## src/rtl/prog_seq_pkg.sv

```systemverilog
package prog_seq_pkg;

   typedef enum logic [4:0] {
      S_IDLE, S_VCC_UP, S_VPP_UP, S_FETCH, S_PSET, S_PULSE, S_PHOLD,
      S_PREL, S_PVER, S_PJUDGE, S_OSET, S_OPULSE, S_OHOLD, S_OREL,
      S_VPP_DN, S_VCC_DN, S_CFETCH, S_CREAD, S_CJUDGE, S_DONE, S_FAIL
   } seq_state_t;

   // nanoseconds to whole clock cycles, rounded up, never below one
   function automatic int unsigned ns_to_cyc(longint unsigned hz, longint unsigned ns);
      longint unsigned c;
      c = (hz * ns + 64'd999_999_999) / 64'd1_000_000_000;
      if (c == 0) c = 1;
      return int'(c);
   endfunction

endpackage

```

## src/rtl/prog_seq_timer.sv

```systemverilog
module prog_seq_timer #(
   parameter int TW = 32
) (
   input  logic          clk,
   input  logic          rst_n,
   input  logic          load,
   input  logic [TW-1:0] load_val,
   output logic          last
);
   logic [TW-1:0] cnt_q;

   always_ff @(posedge clk) begin
      if (!rst_n)          cnt_q <= '0;
      else if (load)       cnt_q <= load_val;
      else if (cnt_q != 0) cnt_q <= cnt_q - 1'b1;
   end

   // a state entered with load_val = N ends in its N-th cycle
   assign last = (cnt_q <= 1);
endmodule

```

## src/rtl/prog_seq_tries.sv

```systemverilog
module prog_seq_tries #(
   parameter int MAX_TRIES = 25,
   parameter int STEP_CYC  = 3000,
   parameter int TW        = 32
) (
   input  logic          clk,
   input  logic          rst_n,
   input  logic          clr,
   input  logic          inc,
   output logic          at_cap,
   output logic [TW-1:0] over_cyc
);
   localparam int NW = $clog2(MAX_TRIES + 1);

   logic [NW-1:0] n_q;

   always_ff @(posedge clk) begin
      if (!rst_n)   n_q <= NW'(1);
      else if (clr) n_q <= NW'(1);
      else if (inc) n_q <= n_q + 1'b1;
   end

   assign at_cap   = (n_q == NW'(MAX_TRIES));
   assign over_cyc = TW'(n_q) * TW'(STEP_CYC);
endmodule

```

## src/rtl/prog_seq.sv

```systemverilog
module prog_seq
   import prog_seq_pkg::*;
#(
   parameter int unsigned ADDR_W    = 15,
   parameter int unsigned DATA_W    = 8,
   parameter int unsigned CLK_HZ    = 100_000_000,
   parameter int unsigned SETUP_NS  = 2000,
   parameter int unsigned ACCESS_NS = 150,
   parameter int unsigned MAX_TRIES = 25,
   parameter int unsigned OVER_MULT = 3
) (
   input  logic              clk,
   input  logic              rst_n,
   input  logic              start,
   input  logic [ADDR_W-1:0] first_addr,
   input  logic [ADDR_W-1:0] last_addr,
   output logic              src_req,
   output logic [ADDR_W-1:0] src_addr,
   input  logic              src_vld,
   input  logic [DATA_W-1:0] src_byte,
   output logic [ADDR_W-1:0] dev_addr,
   output logic [DATA_W-1:0] dev_wdata,
   output logic              dev_wdata_oe,
   input  logic [DATA_W-1:0] dev_rdata,
   output logic              dev_ce_n,
   output logic              dev_oe_n,
   output logic              dev_vpp_on,
   output logic              dev_vcc_prog,
   output logic              busy,
   output logic              done,
   output logic              fail,
   output logic [ADDR_W-1:0] fail_addr,
   output logic [DATA_W-1:0] fail_data
);
   localparam int unsigned TICK_CYC  = CLK_HZ / 1000;
   localparam int unsigned SETUP_CYC = ns_to_cyc(CLK_HZ, SETUP_NS);
   localparam int unsigned VRD_CYC   = ns_to_cyc(CLK_HZ, ACCESS_NS) + 1;
   localparam int unsigned STEP_CYC  = OVER_MULT * TICK_CYC;
   localparam int          TW        = 32;

   if (TICK_CYC < 1) begin : g_bad_clk
      $error("prog_seq: CLK_HZ below 1 kHz gives no pulse tick");
   end
   if (MAX_TRIES < 1 || OVER_MULT < 1) begin : g_bad_cnt
      $error("prog_seq: MAX_TRIES and OVER_MULT must be at least 1");
   end
   if (ADDR_W < 1 || DATA_W < 1) begin : g_bad_w
      $error("prog_seq: zero width");
   end

   seq_state_t        st_q, st_d;
   logic              t_end, t_load;
   logic [TW-1:0]     t_val, over_cyc;
   logic              tries_cap, tries_clr, tries_inc;
   logic [ADDR_W-1:0] addr_q, first_q, last_q;
   logic [DATA_W-1:0] tgt_q, rd_q;
   logic              fail_q, byte_ok, at_last;

   assign byte_ok = (rd_q == tgt_q);
   assign at_last = (addr_q == last_q);

   prog_seq_timer #(.TW(TW)) u_timer (
      .clk(clk), .rst_n(rst_n), .load(t_load), .load_val(t_val), .last(t_end));

   prog_seq_tries #(.MAX_TRIES(MAX_TRIES), .STEP_CYC(STEP_CYC), .TW(TW)) u_tries (
      .clk(clk), .rst_n(rst_n), .clr(tries_clr), .inc(tries_inc),
      .at_cap(tries_cap), .over_cyc(over_cyc));

   assign tries_clr = (st_q == S_FETCH) && src_vld;
   assign tries_inc = (st_q == S_PJUDGE) && !byte_ok && !tries_cap;

   // next state
   always_comb begin
      st_d = st_q;
      unique case (st_q)
         S_IDLE, S_DONE, S_FAIL: if (start) st_d = S_VCC_UP;
         S_VCC_UP: if (t_end) st_d = S_VPP_UP;
         S_VPP_UP: if (t_end) st_d = S_FETCH;
         S_FETCH:  if (src_vld) st_d = S_PSET;
         S_PSET:   if (t_end) st_d = S_PULSE;
         S_PULSE:  if (t_end) st_d = S_PHOLD;
         S_PHOLD:  if (t_end) st_d = S_PREL;
         S_PREL:   if (t_end) st_d = S_PVER;
         S_PVER:   if (t_end) st_d = S_PJUDGE;
         S_PJUDGE: st_d = byte_ok ? S_OSET : (tries_cap ? S_VPP_DN : S_PSET);
         S_OSET:   if (t_end) st_d = S_OPULSE;
         S_OPULSE: if (t_end) st_d = S_OHOLD;
         S_OHOLD:  if (t_end) st_d = S_OREL;
         S_OREL:   if (t_end) st_d = at_last ? S_VPP_DN : S_FETCH;
         S_VPP_DN: if (t_end) st_d = S_VCC_DN;
         S_VCC_DN: if (t_end) st_d = fail_q ? S_FAIL : S_CFETCH;
         S_CFETCH: if (src_vld) st_d = S_CREAD;
         S_CREAD:  if (t_end) st_d = S_CJUDGE;
         S_CJUDGE: st_d = !byte_ok ? S_FAIL : (at_last ? S_DONE : S_CFETCH);
         default:  st_d = S_IDLE;
      endcase
   end

   // duration of the state being entered
   assign t_load = (st_d != st_q);
   always_comb begin
      unique case (st_d)
         S_PULSE:           t_val = TW'(TICK_CYC);
         S_OPULSE:          t_val = over_cyc;
         S_PVER, S_CREAD:   t_val = TW'(VRD_CYC);
         S_VCC_UP, S_VPP_UP, S_PSET, S_PHOLD, S_PREL, S_OSET, S_OHOLD,
         S_OREL, S_VPP_DN, S_VCC_DN: t_val = TW'(SETUP_CYC);
         default:           t_val = TW'(1);
      endcase
   end

   always_ff @(posedge clk) begin
      if (!rst_n) begin
         st_q      <= S_IDLE;
         addr_q    <= '0;
         first_q   <= '0;
         last_q    <= '0;
         tgt_q     <= '0;
         rd_q      <= '0;
         fail_q    <= 1'b0;
         fail_addr <= '0;
         fail_data <= '0;
      end else begin
         st_q <= st_d;
         unique case (st_q)
            S_IDLE, S_DONE, S_FAIL: if (start) begin
               first_q   <= first_addr;
               last_q    <= last_addr;
               addr_q    <= first_addr;
               fail_q    <= 1'b0;
               fail_addr <= '0;
               fail_data <= '0;
            end
            S_FETCH, S_CFETCH: if (src_vld) tgt_q <= src_byte;
            S_PVER, S_CREAD:   if (t_end) rd_q <= dev_rdata;
            S_PJUDGE: if (!byte_ok && tries_cap) begin
               fail_q    <= 1'b1;
               fail_addr <= addr_q;
               fail_data <= rd_q;
            end
            S_OREL: if (t_end) addr_q <= at_last ? first_q : addr_q + 1'b1;
            S_CJUDGE: begin
               if (!byte_ok) begin
                  fail_addr <= addr_q;
                  fail_data <= rd_q;
               end else if (!at_last) begin
                  addr_q <= addr_q + 1'b1;
               end
            end
            default: ;
         endcase
      end
   end

   // pin levels per state
   always_comb begin
      dev_ce_n     = 1'b1;
      dev_oe_n     = 1'b1;
      dev_wdata_oe = 1'b0;
      dev_vpp_on   = 1'b0;
      dev_vcc_prog = 1'b0;
      src_req      = 1'b0;
      unique case (st_q)
         S_VCC_UP, S_VPP_DN:  dev_vcc_prog = 1'b1;
         S_VPP_UP, S_FETCH, S_PJUDGE: begin
            dev_vcc_prog = 1'b1;
            dev_vpp_on   = 1'b1;
            src_req      = (st_q == S_FETCH);
         end
         S_PSET, S_PHOLD, S_OSET, S_OHOLD: begin
            dev_vcc_prog = 1'b1;
            dev_vpp_on   = 1'b1;
            dev_wdata_oe = 1'b1;
         end
         S_PULSE, S_OPULSE: begin
            dev_vcc_prog = 1'b1;
            dev_vpp_on   = 1'b1;
            dev_wdata_oe = 1'b1;
            dev_ce_n     = 1'b0;
         end
         S_PREL, S_OREL: begin
            dev_vcc_prog = 1'b1;
            dev_vpp_on   = 1'b1;
         end
         S_PVER: begin
            dev_vcc_prog = 1'b1;
            dev_vpp_on   = 1'b1;
            dev_oe_n     = 1'b0;
         end
         S_CFETCH: src_req = 1'b1;
         S_CREAD: begin
            dev_ce_n = 1'b0;
            dev_oe_n = 1'b0;
         end
         default: ;
      endcase
   end

   assign src_addr  = addr_q;
   assign dev_addr  = addr_q;
   assign dev_wdata = tgt_q;
   assign busy      = !(st_q inside {S_IDLE, S_DONE, S_FAIL});
   assign done      = (st_q == S_DONE);
   assign fail      = (st_q == S_FAIL);
endmodule

```

## config.mk

```make
export PLATFORM = sky130hd
export DESIGN_NAME = prog_seq
export DESIGN_NICKNAME = d
export VERILOG_FILES = /design/src/rtl/prog_seq_pkg.sv /design/src/rtl/prog_seq_timer.sv /design/src/rtl/prog_seq_tries.sv /design/src/rtl/prog_seq.sv
export SDC_FILE = /design/constraint.sdc
export NUM_CORES = 1
export LEC_CHECK = 0
export ABC_AREA = 1
export BUFFER_PORTS_ARGS = -buffer_cell sky130_fd_sc_hd__buf_2
export CORE_ASPECT_RATIO = 2
export CORE_UTILIZATION = 45
export CTS_BUF_LIST = sky130_fd_sc_hd__clkbuf_8
export CTS_CLUSTER_SIZE = 28
export DETAILED_ROUTE_END_ITERATION = 12
export GPL_ROUTABILITY_DRIVEN = 1
export PLACE_DENSITY = 0.78
export SLEW_MARGIN = 20
export SYNTH_ARGS = -nofsm -noshare
export SYNTH_HDL_FRONTEND = slang
export SYNTH_HIERARCHICAL = 1
export SYNTH_SLANG_ARGS = --single-unit
export TNS_END_PERCENT = 100
```

## constraint.sdc

```tcl
create_clock -name clk -period 3.2 [get_ports clk]
set_clock_uncertainty 0.05 [all_clocks]
set_input_delay 0.16 -clock clk [delete_from_list [all_inputs] [get_ports clk]]
set_output_delay 0.16 -clock clk [all_outputs]
set_load 0.005 [all_outputs]
```

==> results of run 1 <==
[worst max path at each step]
stage                     slack [ps]                              to                         from  depth (start not counted)
after global routing            -390  u_timer/cnt_q[16]$_SDFFE_PN0P_  u_tries/n_q[4]$_SDFFE_PP0P_                         19
final                           -200  u_timer/cnt_q[16]$_SDFFE_PN0P_  u_tries/n_q[4]$_SDFFE_PP0P_                         19
after global placement          -160  u_timer/cnt_q[18]$_SDFFE_PN0P_  u_tries/n_q[3]$_SDFFE_PP0P_                         19
after floorplan                 -130  u_timer/cnt_q[16]$_SDFFE_PN0P_  u_tries/n_q[3]$_SDFFE_PP0P_                         19
after detailed placement        -200  u_timer/cnt_q[12]$_SDFFE_PN0P_  u_tries/n_q[3]$_SDFFE_PP0P_                         15
after CTS                       -140  u_timer/cnt_q[18]$_SDFFE_PN0P_  u_tries/n_q[4]$_SDFFE_PP0P_                         19
[per-layer routing]
layer	up-vias	GRT usage (%)	routed length (µm)
li1	5214	-	-
met1	4808	24.80	10340
met2	424	60.29	17560
met3	180	4.857	1430
met4	0	27.19	2939
met5	-	0	0
[synthesized netlist by cell type, types with 2 or more instances]
library cell,n
a211oi_1,6
a21o_1,2
a21oi_1,94
a221oi_1,7
buf_1,2
buf_2,5
buf_4,31
buf_6,4
clkbuf_1,33
dfxtp_1,127
fa_1,8
ha_1,35
inv_1,196
inv_2,17
nand2_1,381
nand2_2,14
nand2_4,4
nand3_1,78
nand3_2,6
nand3_4,2
nand3b_1,25
nand4_1,21
nor2_1,238
nor2_2,17
nor2_4,8
nor3_1,7
nor3_2,2
o211ai_1,3
o21a_1,2
o21ai_0,81
o21ai_1,3
o21ai_2,2
or2_0,2
or2_1,2
or2_2,5
xnor2_1,13
xor2_1,11
[kinds of logic after synthesis]
group,count (synthesis),share of synthesized area (%)
flops,127,27.12
mux,1,0.1068
other cells,1,0.03999
compound gates,210,12.30
fa+ha+maj,43,6.378
xor+xnor,24,2.242
simple gates,817,38.55
buf+inv,290,13.26
[metrics by stage]
step                      hold slack, ps  cells  total power [mW]  util (%)  instance area (µm²)
after global routing               116.8   2039             6.905     58.79                12030
final                              92.90   2039             6.478     58.79                12030
after detailed placement           351.7   1954             4.816     53.17                10880
after floorplan                    225.7   1525             3.786         -                 9469
after CTS                          44.70   2031             6.319     57.63                11790
after global placement             338.5   1954             4.769     53.17                10880
[cells in the final DEF (no fill, tap or decap), types with 12 or more instances in the layout]
| cell type | n |
|---|---|
| inv_2 | 24 |
| buf_2 | 119 |
| xnor2_1 | 12 |
| nand2_2 | 32 |
| nand3_1 | 74 |
| clkbuf_8 | 19 |
| nand2_1 | 362 |
| dlygate4sd3_1 | 46 |
| nand3b_1 | 25 |
| nor2_1 | 224 |
| inv_1 | 189 |
| nor2_2 | 26 |
| o21ai_0 | 79 |
| nor2_4 | 13 |
| ha_1 | 31 |
| buf_4 | 121 |
| dfxtp_1 | 119 |
| nand4_1 | 21 |
| conb_1 | 13 |
| a21oi_1 | 89 |
[state kept, by name, summed over array words and instances, names as in the netlist]
name           count
fail_q             1
dev_addr          15
fail_addr         15
u_tries/n_q        5
u_timer/cnt_q     32
fail_data          8
st_q               5
rd_q               8
dev_wdata          8
last_q            15
first_q           15
[area by class of cell]
class                           instances  share of cell area [%]
Multi-Input combinational cell       1108                   49.05
Sequential cell                       127                   21.24
Timing Repair Buffer                  291                   16.87
Inverter                              215                   6.751
Tap cell                              266                   2.767
Clock buffer                           19                   2.174
Clock inverter                         12                   1.123
Antenna cell                            1                 0.02080
[power breakdown]
group	switching [mW]	leakage (nW)	internal, mW	total (mW)
logic	1.86	4.84	1.22	3.08
clock network	0.714	0.202	0.734	1.45
registers	0.176	1.04	1.78	1.95
[critical path: stages (launching register included)]
cell and delay, ps:
dfxtp_2 340, fa_1 580, inv_2 50, fa_1 460
fa_1 530, inv_2 40, ha_4 200, or2_4 240
nand3b_1 110, nand2_2 110, nand2_2 90, nand2_1 50
nand2_1 60, nand2_1 50, nand2_1 50, nand2_1 50
nor2_1 80, nor2_1 40, nand2_1 50, nor2_1 30
[repair_timing]
| item | 4_1_cts | 5_1_grt |
|---|---|---|
| gates resized for setup | 18 | 57 |
| endpoints found under the setup margin | 32 | 32 |
| pin swaps | 14 | 29 |
| buffers inserted | 0 | 7 |
| hold buffers | 46 | 0 |
| endpoints found under the hold margin | 49 | 0 |
==> impl_metrics.json, run 1 <==
{
  "ys_warn_count": 6,
  "wl_per_cell_um": 15.83,
  "hold_violations": 0,
  "cts_tree": "done",
  "die_height_um": 206.1,
  "ys.flop_type": "dfxtp_1",
  "syn_area_per_cell_um2": 6.197,
  "avgViaCountPerCell": 5.211,
  "fin_crit_ps": 3397,
  "drc": 0,
  "antenna_found_initial": 1,
  "route.vias.total": 10630,
  "initial_utilization_pct": 45.82,
  "hpwl_mm": 24.18,
  "grt_max_degree": 59,
  "fillers": 1891,
  "slew_headroom_pct": 23.99,
  "nets": 1853,
  "min-delay-start": "src_vld",
  "fin_ws_ps": -196.9,
  "reg2reg_from": "u_tries/n_q[4]$_SDFFE_PP0P_",
  "syn_inst": 1513,
  "syn2layout_area_growth_pct": 28.29,
  "netlist.area_leader.share_pct": 27.12,
  "seqCellArea_mm2": 0.002555,
  "fp.dieW_um": 104.1,
  "dr.first_iter.drc_count": 413,
  "drtPass1Iterations": 5,
  "cts_buffers": 17,
  "grt_pass1_vias": 10550,
  "multi_input_area_mm2": 0.005901,
  "rows": 74,
  "worstSetupPathType": "reg2reg",
  "clk_pin_slew_worst_paths_ps": 80,
  "r2r_cells": 19,
  "tns_ps": -1874,
  "hold_end": "u_tries/n_q[0]$_SDFFE_PP1P_",
  "htreeDepth": 4,
  "min_path_cells": 5,
  "drive_gt1_share_pct": 23.93,
  "worst_ep_required_time_ps": 3480,
  "clock_latency_ps": 470,
  "violations": "negative setup slack",
  "ys_seq_elements": 127,
  "dieArea_mm2": 0.02145,
  "cp.arrival_ps": 3680,
  "yosysTopAreaCell": "dfxtp_1",
  "worstReg2RegEnd": "u_timer/cnt_q[16]$_SDFFE_PN0P_",
  "path_max_fanout": 3,
  "maxCapViolations": 0,
  "power_density_mw_per_mm2": 538.5,
  "netlist_top_cells_area": "dfxtp_1 27%, nand2_1 15%, nor2_1 9.5%",
  "peakVddDrop_mv": 0.5350,
  "start_kind": "register",
  "r2r_slack_ps": -200,
  "drt_wl_total_mm": 32.27,
  "clock-root-buffer": "clkbuf_8",
  "core_mm2": 0.02046,
  "synth.distinct_cells": 56,
  "async_reset_ff_share_pct": 0,
  "dp_slack_ps": -196.7,
  "syn_area_mm2": 0.009376,
  "place_congestion": 1.013,
  "tightest_slew_ps": 1139,
  "yosysSeqAreaShare_pct": 27.12,
  "grt_pass1_wl_mm": 50.18,
  "synth_edf_count": 0,
  "grt_overflow": 0,
  "track_usage_pct": 30.18,
  "fmax_ghz": 0.2944,
  "port_buffers": 119,
  "hp-class": "in2reg",
  "status": "finished, violations left",
  "setup_viol": 14,
  "rsz0062_at_grt": "yes",
  "antenna_left": 0,
  "max-clock-path-buffers": 2,
  "clkSinkCount": 127,
  "crit_path_end_kind": "register",
  "min_period_over_period_pct": 106.2,
  "power.leakage_nw": 6.090,
  "slew_viol_final": 0,
  "ios": 120
}
Power figures use the tool's default switching activity.
==> inputs of run 2 (changes only) <==
- PLACE_DENSITY: 0.78 -> 0.76
- clock period: 3.2 -> 4 ns (I/O delays scaled with it)
==> run 2 against run 1 <==
Net effect:
- register-to-register slack improved by 490 ps
- cell area decreased by 9.1%
- the flow now finishes without violations
- global-route usage decreased by 0.49 points
- die area unchanged
- fmax decreased by 8.4%
- clock power decreased by 26%
- sequential cell count unchanged
- critical path depth decreased by 1
- via count decreased by 4.5%
==> impl_metrics.json, run 2 (synthesized netlist as in run 1, its figures left out) <==
{
  "status": "finished clean",
  "min-delay-start": "start",
  "initial_utilization_pct": 45.82,
  "power_density_mw_per_mm2": 429.6,
  "fmax_ghz": 0.2696,
  "place_congestion": 0.9878,
  "grt_overflow": 0,
  "slowest_stage": "fa_2",
  "nets": 1751,
  "path_max_fanout": 8,
  "worstSetupPathType": "reg2reg",
  "port_buffers": 119,
  "fin_crit_ps": 3709,
  "grt_pass1_wl_mm": 48.84,
  "drive_gt1_share_pct": 15.40,
  "slew_headroom_pct": 47.36,
  "reg2reg_from": "u_tries/n_q[4]$_SDFFE_PP0P_",
  "start_kind": "register",
  "antenna_left": 0,
  "avgViaCountPerCell": 5.243,
  "dieArea_mm2": 0.02145,
  "syn2layout_area_growth_pct": 16.63,
  "whs_ps": 160.4,
  "clk_pin_slew_worst_paths_ps": 80,
  "power.leakage_nw": 5.504,
  "rows": 74,
  "grt_pass1_vias": 9996,
  "die_height_um": 206.1,
  "hpwl_mm": 24.34,
  "cp_slowest_stage_delay_ps": 580,
  "worstSetupStartpoint": "u_tries/n_q[4]$_SDFFE_PP0P_",
  "drt_wl_total_mm": 31.31,
  "final_cell_mix": "381 x nand2_1, 238 x nor2_1, 196 x inv_1, 125 x dfxtp_1, 119 x buf_2",
  "cts_buffers": 17,
  "hold_violations": 0,
  "worstReg2RegEnd": "u_timer/cnt_q[18]$_SDFFE_PN0P_",
  "cts_tree": "done",
  "drc": 0,
  "max-clock-path-buffers": 2,
  "htreeDepth": 4,
  "hp-class": "in2reg",
  "cp.arrival_ps": 4060,
  "dr.first_iter.drc_count": 434,
  "clock_latency_ps": 470,
  "cp_top_family": "adder cells",
  "hold_end": "first_q[12]$_SDFFE_PN0P_",
  "worst-path-buf-inv": 3,
  "worst_ep_required_time_ps": 4350,
  "final_common_cell": "nand2_1",
  "route.vias.total": 10150,
  "clock-root-buffer": "clkbuf_8",
  "core_mm2": 0.02046,
  "r2r_cells": 18,
  "min_period_over_period_pct": 92.73,
  "largest_reg_flops": 32,
  "worstPathCellList": "fa_2 > inv_1 > fa_1 > fa_1 > inv_1 > ha_1 > or2_1 > nand3_1 > nand2_1 > nand2_1 > nand3_1 > nand2_1 > inv_1 > nor2_1 > nor2_1 > nor2_1 > nand2_1 > nor2_1",
  "grt_max_degree": 54,
  "rsz0062_at_grt": "no",
  "min_path_cells": 3,
  "fp.dieW_um": 104.1,
  "drtPass1Iterations": 5,
  "setup_viol": 0,
  "postCtsSetupRepairBufs": 0,
  "crit_path_end_kind": "register",
  "antennaDiodeCount": 0,
  "r2r_slack_ps": 290,
  "wl_per_cell_um": 16.18,
  "tns_ps": 0,
  "maxCapViolations": 0,
  "ios": 120,
  "track_usage_pct": 29.69,
  "largest-register": "u_timer/cnt_q",
  "antenna_found_initial": 0,
  "slew_viol_final": 0,
  "tightest_slew_ps": 788.8,
  "clkSinkCount": 127,
  "peakVddDrop_mv": 0.3318
}
-- run 2: per-stage QoR --
step                utilization, %  total power, mW  std cells  setup slack, ps  area (µm²)
floorplan                        -            3.032       1525            479.8        9422
global placement             49.34            3.552       1859            241.5       10100
detailed placement           49.34            3.576       1859            159.5       10100
CTS                          53.41            4.697       1935            138.1       10930
global route                 53.44            5.040       1935            11.11       10940
finish                       53.44            4.698       1935            290.8       10940
-- run 2: routing by layer --
metal  vias up  routed length [µm]  global-route usage [%]
met4         0                2717                   26.63
met3       149                1265                   4.383
met2       358               17370                   59.64
met1      4622                9950                   24.41
met5         -                   0                       0
li1       5016                   -                       -
-- run 2: how the worst max path moves through the flow --
stage / depth (start not counted) / end
floorplan: 18 / u_timer/cnt_q[20]$_SDFFE_PN0P_
global placement: 18 / u_timer/cnt_q[18]$_SDFFE_PN0P_
detailed placement: 18 / u_timer/cnt_q[22]$_SDFFE_PN0P_
CTS: 18 / u_timer/cnt_q[18]$_SDFFE_PN0P_
global route: 18 / u_timer/cnt_q[20]$_SDFFE_PN0P_
finish: 18 / u_timer/cnt_q[18]$_SDFFE_PN0P_
-- run 2: cell type report --
cell class / instances / area [µm²]
fillers: 2063 / 9527
multi-input cells: 1108 / 5638
flip-flops and latches: 127 / 2547
repair buffers: 189 / 1236
inverters: 215 / 809.5
well taps: 266 / 332.8
clock buffers: 19 / 261.5
clock inverters: 11 / 110.1
-- run 2: power by group --
part	switching, mW	internal [mW]	leakage, nW
Combinational	1.32	0.683	4.28
Sequential	0.191	1.42	1.04
Clock	0.558	0.523	0.181
-- run 2: timing repair --
action | 4_1_cts | 5_1_grt
hold buffers | 46 | 0
endpoints found under the hold margin | 47 | 0
resized for setup | 0 | 4
endpoints found under the setup margin | 0 | 8
-- run 2: worst reg2reg max path, delay by kind of cell (launching register included) --
family	cells	cell delay [ps]
and+or+nand+nor	11	1130
DFF	1	380
buffers and inverters	3	170
adders and majority gates	4	1920
